## src/rtl/adcseq_pkg.sv

```systemverilog
package adcseq_pkg;

  typedef enum logic [1:0] {
    ST_IDLE = 2'd0,
    ST_PWDN = 2'd1,
    ST_SAMP = 2'd2,
    ST_CONV = 2'd3
  } seq_state_e;

  typedef enum logic {
    SRC_NORM = 1'b0,
    SRC_INJ  = 1'b1
  } conv_src_e;

  localparam logic [2:0] CODE_IDLE = 3'b000;
  localparam logic [2:0] CODE_PWDN = 3'b001;
  localparam logic [2:0] CODE_SAMP = 3'b100;
  localparam logic [2:0] CODE_CONV = 3'b110;

  function automatic logic [2:0] state_code_of(seq_state_e s);
    case (s)
      ST_PWDN: return CODE_PWDN;
      ST_SAMP: return CODE_SAMP;
      ST_CONV: return CODE_CONV;
      default: return CODE_IDLE;
    endcase
  endfunction

endpackage

```

## src/rtl/adcseq_edge_det.sv

```systemverilog
module adcseq_edge_det (
  input  logic clk,
  input  logic rst_n,
  input  logic sig_in,
  input  logic rising_sel,
  output logic hit
);
  logic prev_q;

  always_ff @(posedge clk or negedge rst_n) begin
    if (!rst_n) prev_q <= 1'b0;
    else        prev_q <= sig_in;
  end

  assign hit = rising_sel ? (sig_in & ~prev_q) : (~sig_in & prev_q);

  // a reported edge always means the line differs from last cycle
  a_r6_edge_is_change: assert property (@(posedge clk) disable iff (!rst_n)
    hit |-> (sig_in != prev_q));
endmodule

```

## src/rtl/adcseq_phase_timer.sv

```systemverilog
module adcseq_phase_timer #(
  parameter int CW = 8
) (
  input  logic          clk,
  input  logic          rst_n,
  input  logic          restart,
  input  logic [CW-1:0] len,
  output logic          last
);
  logic [CW-1:0] cnt_q;

  // index of the final cycle of a phase; a zero length behaves as one cycle
  function automatic logic [CW-1:0] final_index(logic [CW-1:0] l);
    return (l == '0) ? '0 : l - CW'(1);
  endfunction

  assign last = (cnt_q >= final_index(len));

  always_ff @(posedge clk or negedge rst_n) begin
    if (!rst_n)       cnt_q <= '0;
    else if (restart) cnt_q <= '0;
    else if (!last)   cnt_q <= cnt_q + CW'(1);
  end

  // a restarted phase always begins at its first cycle
  a_r3_restart_zero: assert property (@(posedge clk) disable iff (!rst_n)
    restart |=> (cnt_q == '0));
endmodule

```

## src/rtl/adcseq_chan_pick.sv

```systemverilog
module adcseq_chan_pick #(
  parameter int NCH = 16,
  parameter int CHW = 4,
  parameter int PW  = 5
) (
  input  logic [NCH-1:0] mask,
  input  logic [PW-1:0]  from,
  output logic           found,
  output logic [CHW-1:0] idx
);
  // lowest enabled channel whose index is not below 'from'
  always_comb begin
    found = 1'b0;
    idx   = '0;
    for (int i = NCH - 1; i >= 0; i--) begin
      if (mask[i] && (i >= int'(from))) begin
        found = 1'b1;
        idx   = CHW'(i);
      end
    end
  end
endmodule

```

## src/rtl/adc_chain_seq.sv

```systemverilog
module adc_chain_seq
  import adcseq_pkg::*;
#(
  parameter int NCH = 16,
  parameter int CW  = 8,
  localparam int CHW = (NCH > 1) ? $clog2(NCH) : 1,
  localparam int PW  = $clog2(NCH + 1)
) (
  input  logic           clk,
  input  logic           rst_n,
  input  logic [NCH-1:0] norm_mask,
  input  logic [NCH-1:0] inj_mask,
  input  logic           scan_mode,
  input  logic [CW-1:0]  samp_cycles,
  input  logic [CW-1:0]  conv_cycles,
  input  logic           nstart_set,
  input  logic           nstart_clr,
  input  logic           inj_start_set,
  input  logic           trig_en,
  input  logic           trig_rising,
  input  logic           trig_in,
  input  logic           abort_conv_set,
  input  logic           abort_chain_set,
  input  logic           pwdn_req,
  output logic           norm_busy,
  output logic           inj_busy,
  output logic           abort_conv_flag,
  output logic           abort_chain_flag,
  output logic           inj_aborted,
  output logic [CHW-1:0] cur_chan,
  output logic [2:0]     state_code,
  output logic           done_valid,
  output logic [CHW-1:0] done_chan,
  output logic           done_src
);

  seq_state_e     state_q;
  conv_src_e      src_q;
  logic [CHW-1:0] cur_q;
  logic           norm_active, inj_active, stop_req;
  logic [PW-1:0]  norm_ptr, inj_ptr;
  logic           ab_conv_q, ab_chain_q, inj_ab_q;
  logic           done_q, done_src_q;
  logic [CHW-1:0] done_chan_q;

  // named internal events
  logic           trig_hit, inj_req, inj_accept, norm_accept;
  logic           in_conv, abort_now, chain_kill, kill_cur_norm, drop_cur;
  logic           phase_last, phase_enter;
  logic           inj_found, norm_found;
  logic [CHW-1:0] inj_idx, norm_idx;
  logic           go_inj, go_norm, inj_chain_end, norm_wrap, go_pwdn, conv_finish;
  logic [CW-1:0]  phase_len;

  adcseq_edge_det u_trig (
    .clk(clk), .rst_n(rst_n), .sig_in(trig_in),
    .rising_sel(trig_rising), .hit(trig_hit)
  );

  adcseq_chan_pick #(.NCH(NCH), .CHW(CHW), .PW(PW)) u_pick_inj (
    .mask(inj_mask), .from(inj_ptr), .found(inj_found), .idx(inj_idx)
  );

  adcseq_chan_pick #(.NCH(NCH), .CHW(CHW), .PW(PW)) u_pick_norm (
    .mask(norm_mask), .from(norm_ptr), .found(norm_found), .idx(norm_idx)
  );

  assign phase_len = (state_q == ST_CONV) ? conv_cycles : samp_cycles;

  adcseq_phase_timer #(.CW(CW)) u_timer (
    .clk(clk), .rst_n(rst_n), .restart(phase_enter),
    .len(phase_len), .last(phase_last)
  );

  function automatic logic [PW-1:0] after(logic [CHW-1:0] c);
    return PW'(c) + PW'(1);
  endfunction

  always_comb begin
    inj_req       = inj_start_set | (trig_en & trig_hit);
    inj_accept    = inj_req & ~inj_active & (|inj_mask) & (state_q != ST_PWDN);
    norm_accept   = nstart_set & ~norm_active & (|norm_mask) & (state_q != ST_PWDN);
    in_conv       = (state_q == ST_SAMP) || (state_q == ST_CONV);
    abort_now     = abort_conv_set & in_conv;
    chain_kill    = abort_chain_set & norm_active;
    kill_cur_norm = chain_kill & in_conv & (src_q == SRC_NORM);
    drop_cur      = abort_now | kill_cur_norm;
    go_inj        = (state_q == ST_IDLE) & inj_active & inj_found;
    inj_chain_end = (state_q == ST_IDLE) & inj_active & ~inj_found;
    go_norm       = (state_q == ST_IDLE) & ~inj_active & norm_active & norm_found
                    & ~abort_chain_set;
    norm_wrap     = (state_q == ST_IDLE) & ~inj_active & norm_active & ~norm_found;
    go_pwdn       = (state_q == ST_IDLE) & ~inj_active & ~norm_active & pwdn_req
                    & ~norm_accept & ~inj_accept;
    conv_finish   = (state_q == ST_CONV) & phase_last & ~drop_cur;
    phase_enter   = go_inj | go_norm | ((state_q == ST_SAMP) & phase_last & ~drop_cur);
  end

  // phase state, current channel and completion pulse
  always_ff @(posedge clk or negedge rst_n) begin
    if (!rst_n) begin
      state_q     <= ST_IDLE;
      src_q       <= SRC_NORM;
      cur_q       <= '0;
      done_q      <= 1'b0;
      done_chan_q <= '0;
      done_src_q  <= 1'b0;
    end else begin
      done_q <= conv_finish;
      if (conv_finish) begin
        done_chan_q <= cur_q;
        done_src_q  <= src_q;
      end
      case (state_q)
        ST_IDLE: begin
          if (go_inj) begin
            state_q <= ST_SAMP;
            src_q   <= SRC_INJ;
            cur_q   <= inj_idx;
          end else if (go_norm) begin
            state_q <= ST_SAMP;
            src_q   <= SRC_NORM;
            cur_q   <= norm_idx;
          end else if (go_pwdn) begin
            state_q <= ST_PWDN;
          end
        end
        ST_PWDN: if (!pwdn_req) state_q <= ST_IDLE;
        ST_SAMP: begin
          if (drop_cur)        state_q <= ST_IDLE;
          else if (phase_last) state_q <= ST_CONV;
        end
        default: begin
          if (drop_cur || phase_last) state_q <= ST_IDLE;
        end
      endcase
    end
  end

  // chain bookkeeping
  always_ff @(posedge clk or negedge rst_n) begin
    if (!rst_n) begin
      norm_active <= 1'b0;
      inj_active  <= 1'b0;
      stop_req    <= 1'b0;
      norm_ptr    <= '0;
      inj_ptr     <= '0;
    end else begin
      if (inj_accept) begin
        inj_active <= 1'b1;
        inj_ptr    <= '0;
      end else if (inj_chain_end) begin
        inj_active <= 1'b0;
      end else if (go_inj) begin
        inj_ptr <= after(inj_idx);
      end

      if (norm_accept) begin
        norm_active <= 1'b1;
        norm_ptr    <= '0;
      end else if (chain_kill) begin
        norm_active <= 1'b0;
      end else if (norm_wrap) begin
        if (scan_mode && !stop_req) norm_ptr    <= '0;
        else                        norm_active <= 1'b0;
      end else if (go_norm) begin
        norm_ptr <= after(norm_idx);
      end

      if (nstart_set)                    stop_req <= 1'b0;
      else if (nstart_clr && norm_active) stop_req <= 1'b1;
    end
  end

  // abort flags with their own self-clear events
  always_ff @(posedge clk or negedge rst_n) begin
    if (!rst_n) begin
      ab_conv_q  <= 1'b0;
      ab_chain_q <= 1'b0;
      inj_ab_q   <= 1'b0;
    end else begin
      if (abort_conv_set)          ab_conv_q <= 1'b1;
      else if (go_inj || go_norm)  ab_conv_q <= 1'b0;

      if (abort_chain_set)                 ab_chain_q <= 1'b1;
      else if (norm_accept || inj_accept)  ab_chain_q <= 1'b0;

      if (abort_now && src_q == SRC_INJ) inj_ab_q <= 1'b1;
      else if (inj_accept)               inj_ab_q <= 1'b0;
    end
  end

  assign norm_busy        = norm_active;
  assign inj_busy         = inj_active;
  assign abort_conv_flag  = ab_conv_q;
  assign abort_chain_flag = ab_chain_q;
  assign inj_aborted      = inj_ab_q;
  assign cur_chan         = cur_q;
  assign state_code       = state_code_of(state_q);
  assign done_valid       = done_q;
  assign done_chan        = done_chan_q;
  assign done_src         = done_src_q;

  // only the four defined codes ever appear
  a_r3_code_legal: assert property (@(posedge clk) disable iff (!rst_n)
    (state_code == CODE_IDLE) || (state_code == CODE_PWDN) ||
    (state_code == CODE_SAMP) || (state_code == CODE_CONV));

  // a completion pulse follows a convert phase
  a_r3_done_after_conv: assert property (@(posedge clk) disable iff (!rst_n)
    done_valid |-> ($past(state_q) == ST_CONV));

  // a pending injected channel is dispatched before any normal one
  a_r7_inj_first: assert property (@(posedge clk) disable iff (!rst_n)
    (state_q == ST_IDLE && inj_active && inj_found) |=>
      (state_q == ST_SAMP && src_q == SRC_INJ));

  // the injected chain ends only at a dispatch point, never mid-conversion
  a_r8_inj_uninterrupted: assert property (@(posedge clk) disable iff (!rst_n)
    $fell(inj_active) |-> ($past(state_q) == ST_IDLE));

  // a dropped conversion produces no completion pulse
  a_r9_no_done_on_abort: assert property (@(posedge clk) disable iff (!rst_n)
    (state_q == ST_CONV && drop_cur) |=> !done_valid);

  // power-down is held only with no chain outstanding
  a_r11_pwdn_quiet: assert property (@(posedge clk) disable iff (!rst_n)
    (state_q == ST_PWDN) |-> (!norm_active && !inj_active));

endmodule

```

## config.mk

```make
export PLATFORM = sky130hd
export DESIGN_NAME = adc_chain_seq
export DESIGN_NICKNAME = d
export VERILOG_FILES = /design/src/rtl/adcseq_pkg.sv /design/src/rtl/adcseq_edge_det.sv /design/src/rtl/adcseq_phase_timer.sv /design/src/rtl/adcseq_chan_pick.sv /design/src/rtl/adc_chain_seq.sv
export SDC_FILE = /design/constraint.sdc
export NUM_CORES = 1
export LEC_CHECK = 0
export BUFFER_PORTS_ARGS = -buffer_cell sky130_fd_sc_hd__buf_4
export CAP_MARGIN = 10
export CORE_ASPECT_RATIO = 1.2
export CORE_MARGIN = 3
export CORE_UTILIZATION = 35
export DETAILED_ROUTE_END_ITERATION = 10
export HOLD_SLACK_MARGIN = 0.02
export PLACE_DENSITY_LB_ADDON = 0.2
export RECOVER_POWER = 25
export SLEW_MARGIN = 40
export SYNTH_ARGS = -nofsm -noshare
export SYNTH_HDL_FRONTEND = slang
export SYNTH_SLANG_ARGS = --single-unit
export TNS_END_PERCENT = 20
```

## constraint.sdc

```tcl
create_clock -name clk -period 11 [get_ports clk]
set_input_delay 1.65 -clock clk [delete_from_list [all_inputs] [get_ports clk]]
set_output_delay 1.65 -clock clk [all_outputs]
set_load 0.005 [all_outputs]
```

==> metrics list <==
- Port buffering added 77 buffers.
* Count of buffering cells on the critical path with inverters included: 1
- After synthesis the cells add up to 0.003395 sq mm.
- Kind of critical path: input port to flop
- Share of the clock period used by the worst path: 0.4579
* Avg Cell Area, Syn: 8.594 sq um
* Area growth from synthesis to layout: 22.52%
- Worst-path clk slew: 0.08 ns
- The flow ran to the end, but the final reports show violations.
- The die covers 0.01092 sq mm.
* Worst setup skew after layout: 0.006125 ns
- Data on the critical path arrives at its endpoint at 5.21 ns.
* Number of violations reported at the end of detailed-routing iteration 0: 130
- Number of nets produced by synthesis: 471
* H-Tree Depth: 2
- Post-synth EDFFs: 0
* Worst min-delay path class: flop to flop
- TritonCTS clock tree: done
- The final layout contains routed wiring with a total length of 9190 microns.
- Across the VDD grid, the largest voltage drop is 0.08195 mV.
* Final critical delay including setup and external delays: 5.037 ns
* Register-to-Register Setup Slack: 6.19 ns
* Vias per Instance: 5.736
* Count of instances resized after the clock tree is built: 0
* Worst path top cell family by delay: simple AND/OR/NAND/NOR gates
- After synthesis, the netlist uses 80 different library cells.
- During I/O placement, the number of pins put on the boundary was 78.
- In the routed design, unresolved DRC markers number 0.
- Leak: 1.887 nW
* Worst setup startpoint: conv_cycles[0]
- Hold violation count in the final report: 0
- Cell with the biggest individual delay on the critical path: a21oi_2
* Footprint of the multi-input gates: 0.002288 sq mm
* Post-CTS setup repair buffer count: 0
- Max Buffers Root-to-Sink: 2
- Cell area power density: 200.3 mW/mm^2
* Cell at the root of the clock tree: clkbuf_8
- Final-report setup violation count: 0
- Endpoint required time on the critical path: 11.18 ns
- The worst register-to-register path ends at done_chan[2].
- After global routing the overflow that remains totals 0.
- Layout cells sized above 1: 0.2478
- Yosys synthesis warning count: 0
* Effective utilization at floorplan: 0.3680
- Clock tree synthesis inserted a total of 5 buffers.
- The analysis attributes to net switching a power of 0.0003471 W.
- Synthesis produced a netlist whose cell count is 395.
- After detailed routing, the average wire length per cell comes to 15.74 microns.
* Quantity of hold-fixing buffers added after cts: 0
- Core occupancy in the finished layout: 0.4509
- Total clock sinks: 38
- Max-cap violations in this run came to 1.
- After synthesis the netlist holds a flip-flop and latch count of 38.
- Internal power comes to 0.0004858 W.
- Of the total power, the clock network draws 0.178.
* Number of global-route vias before repair: 3295
- Highest fanout seen on the critical path: 18
- Post-route setup TNS: 0 ns
- At the end of routability-driven placement, the weighted congestion stood at 0.8729.
- In the global route stage, overall resource usage came out at 0.1710.
* Die height: 113.9 microns
- Slew at the pin closest to its max-slew limit: 2.050 ns
* Maximum number of pins on one net before global-route repair: 39
- Detail Placement HPWL: 7217 microns
- The first global-routing pass estimated 15250 microns of wire.
- Among all flip-flop cells after synthesis, the most frequent one is dfrtp_1.
- Following the worst setup path forward leads to its endpoint at done_chan[2].
- The count of pins over their slew limit is 39.
* Proportion of power drawn by flip-flops and latches: 0.299
- Die width: 95.90 microns
- First drt pass iteration count: 4
- Stages on the worst setup path: 15
- The sequential cells in the finished layout cover a total of 950.9 sq um.
- Switching part of the total power: 0.4167
- Total inserted antenna cells: 0
* Violated checks: capacitance limit, slew limit
- Critical Path End Type: flop
- STA classifies the critical path startpoint as an input port.
- Proportion of synthesized chip area in sequential cells: 0.2801
- Post-synthesis async set-or-reset flop share: 1.000
- Fin nets: 539
- Area of the core: 0.009224 sq mm
- Static timing analysis puts the maximum clock frequency at 198.5 MHz.
- Source of the worst register-to-register timing path: state_q[0]
* Worst rel slew slack: -0.3669
* RSZ-0062 raised after global routing: no
- Counting the fill cells in the layout gives 933.
- At the later pin of the worst-skew pair, clock insertion delay measures 0.29 ns.
* Number of antenna violations at the first check in global routing: 0
* Combinational cell fraction of total power: 0.523
- The critical path goes through buf_4, mux2i_1, ha_1, o21ai_0, or2_2, nand2b_1, and2_1, ha_1, nand2b_1, a21o_1, a211o_1, o2111ai_1, a21oi_2, and3_1, mux2_2.
- Total via count after detailed routing: 3350
- The largest single stage delay on the critical path is 0.57 ns.
- Worst r2r path cells: 15
* Placement Rows: 38
* Number of routed nets with antenna violations: 0
## registers in the layout (all words and copies together), names as in the netlist
name and cells:
abort_chain_flag 1, inj_aborted 1, state_q 2, norm_ptr 5, src_q 1, cur_chan 4
norm_busy 1, done_valid 1, done_src 1, u_timer.cnt_q 8, inj_ptr 5, stop_req 1
inj_busy 1, done_chan 4, u_trig.prev_q 1, abort_conv_flag 1
## layout make-up
cell class	instances	area share
Clock inverter	2	0.01444
Inverter	15	0.01354
Sequential cell	38	0.2286
Clock buffer	6	0.01986
Timing Repair Buffer	77	0.1372
Multi-Input combinational cell	326	0.5502
Tap cell	120	0.03610
## through the flow
stage	cell area [sq um]	hold WS, ns	std cells	power, W	worst slack [ns]
floorplan	3395	0.4540	395	0.0005445	6.236
global placement	4020	0.4820	576	0.0006801	5.439
detailed placement	4024	0.4905	576	0.0006878	5.628
CTS	4167	0.5082	584	0.0008404	5.937
global route	4159	0.5356	584	0.0009051	5.568
finish	4159	0.4995	584	0.0008329	5.963
## per-layer routing
| layer | global-route usage | part of all wire | vias up |
|---|---|---|---|
| li1 | - | - | 1647 |
| met1 | 0.2209 | 0.44 | 1584 |
| met2 | 0.3024 | 0.50 | 107 |
| met3 | 0.01319 | 0.044 | 12 |
| met4 | 0.04744 | 0.014 | 0 |
| met5 | 0 | 0 | - |
## logic make-up (layout without fill, tap and decap cells)
| logic type | after synthesis | count (layout) | synth area share |
|---|---|---|---|
| AO/OA/AOI/OAI | 125 | 125 | 0.2709 |
| XOR/XNOR | 7 | 7 | 0.01806 |
| adder cells (fa/ha/maj) | 16 | 16 | 0.05897 |
| buffers and inverters | 31 | 100 | 0.04681 |
| flip-flops | 38 | 38 | 0.2801 |
| multiplexers | 18 | 18 | 0.06192 |
| AND/OR/NAND/NOR | 160 | 160 | 0.2632 |
## worst min path at each step
stage,depth (start not counted),start,to
2_1_floorplan,2,stop_req,stop_req
3_3_place_gp,2,stop_req,stop_req
3_5_place_dp,2,stop_req,stop_req
4_1_cts,2,stop_req,stop_req
5_1_grt,2,stop_req,stop_req
6_report,2,stop_req,stop_req
## synthesized netlist by cell type (all sizes together) (4+ instances only)
cell     n  area, sq um
mux2     8        97.59
nand2b  12        75.07
a31oi    5        37.53
or2      7        48.80
nand3   27        140.1
nor3     9        45.04
nand2   29        111.4
xor2     4        35.03
clkbuf   6        22.52
buf     10        80.07
dfrtp   38        950.9
nor2b    8        50.05
o211a    4        40.04
a21boi   8        60.06
o31ai    8        60.06
nand4    9        56.30
a22o     4        35.03
a21oi   23        126.4
o21bai   4        33.78
a21o     4        30.03
mux2i    9        90.09
o21ai   25        128.9
or4      5        37.54
o211ai   5        37.54
and3     4        25.02
nor2    22        90.09
and2     4        25.02
inv     15        56.30
nor4     9        71.32
ha      16        200.2
nor3b    6        45.04
## placed cells by master (no fill, tap or decap), types with 5 or more instances in the layout
| cell type | netlist | routed |
|---|---|---|
| nand2_1 | 28 | 28 |
| ha_1 | 16 | 16 |
| mux2i_1 | 9 | 9 |
| nor2_1 | 21 | 21 |
| a21oi_1 | 20 | 19 |
| clkbuf_8 | 0 | 6 |
| o211ai_1 | 5 | 5 |
| dfrtp_1 | 38 | 38 |
| nand3_1 | 26 | 26 |
| inv_1 | 15 | 15 |
| nor3b_1 | 6 | 6 |
| o31ai_1 | 8 | 8 |
| o21ai_0 | 22 | 22 |
| or4_1 | 5 | 5 |
| or2_2 | 5 | 5 |
| nand2b_1 | 12 | 12 |
| nor4_1 | 8 | 8 |
| nand4_1 | 9 | 9 |
| buf_4 | 2 | 74 |
| a21boi_0 | 7 | 7 |
| nor2b_1 | 8 | 8 |
| nor3_1 | 9 | 9 |
| mux2_2 | 5 | 5 |
## worst reg2reg max path: stages (launching register included)
cell	delay, ns
dfrtp_1	0.41
ha_1	0.70
mux2i_1	0.36
ha_1	0.23
o21ai_0	0.13
or2_2	0.35
nand2b_1	0.22
and2_1	0.18
ha_1	0.26
nand2b_1	0.09
a21o_1	0.11
a211o_1	0.11
o2111ai_1	0.17
a21oi_2	0.57
and3_1	0.44
mux2_2	0.37
## power by group through the flow
stage	logic [W]	clock network, W	registers, W
floorplan	0.000330	0	0.000215
global placement	0.000431	0	0.000249
detailed placement	0.000438	0	0.000250
CTS	0.000441	0.000152	0.000248
global route	0.000492	0.000158	0.000255
finish	0.000436	0.000149	0.000249
(Power assumes the default switching activity.)
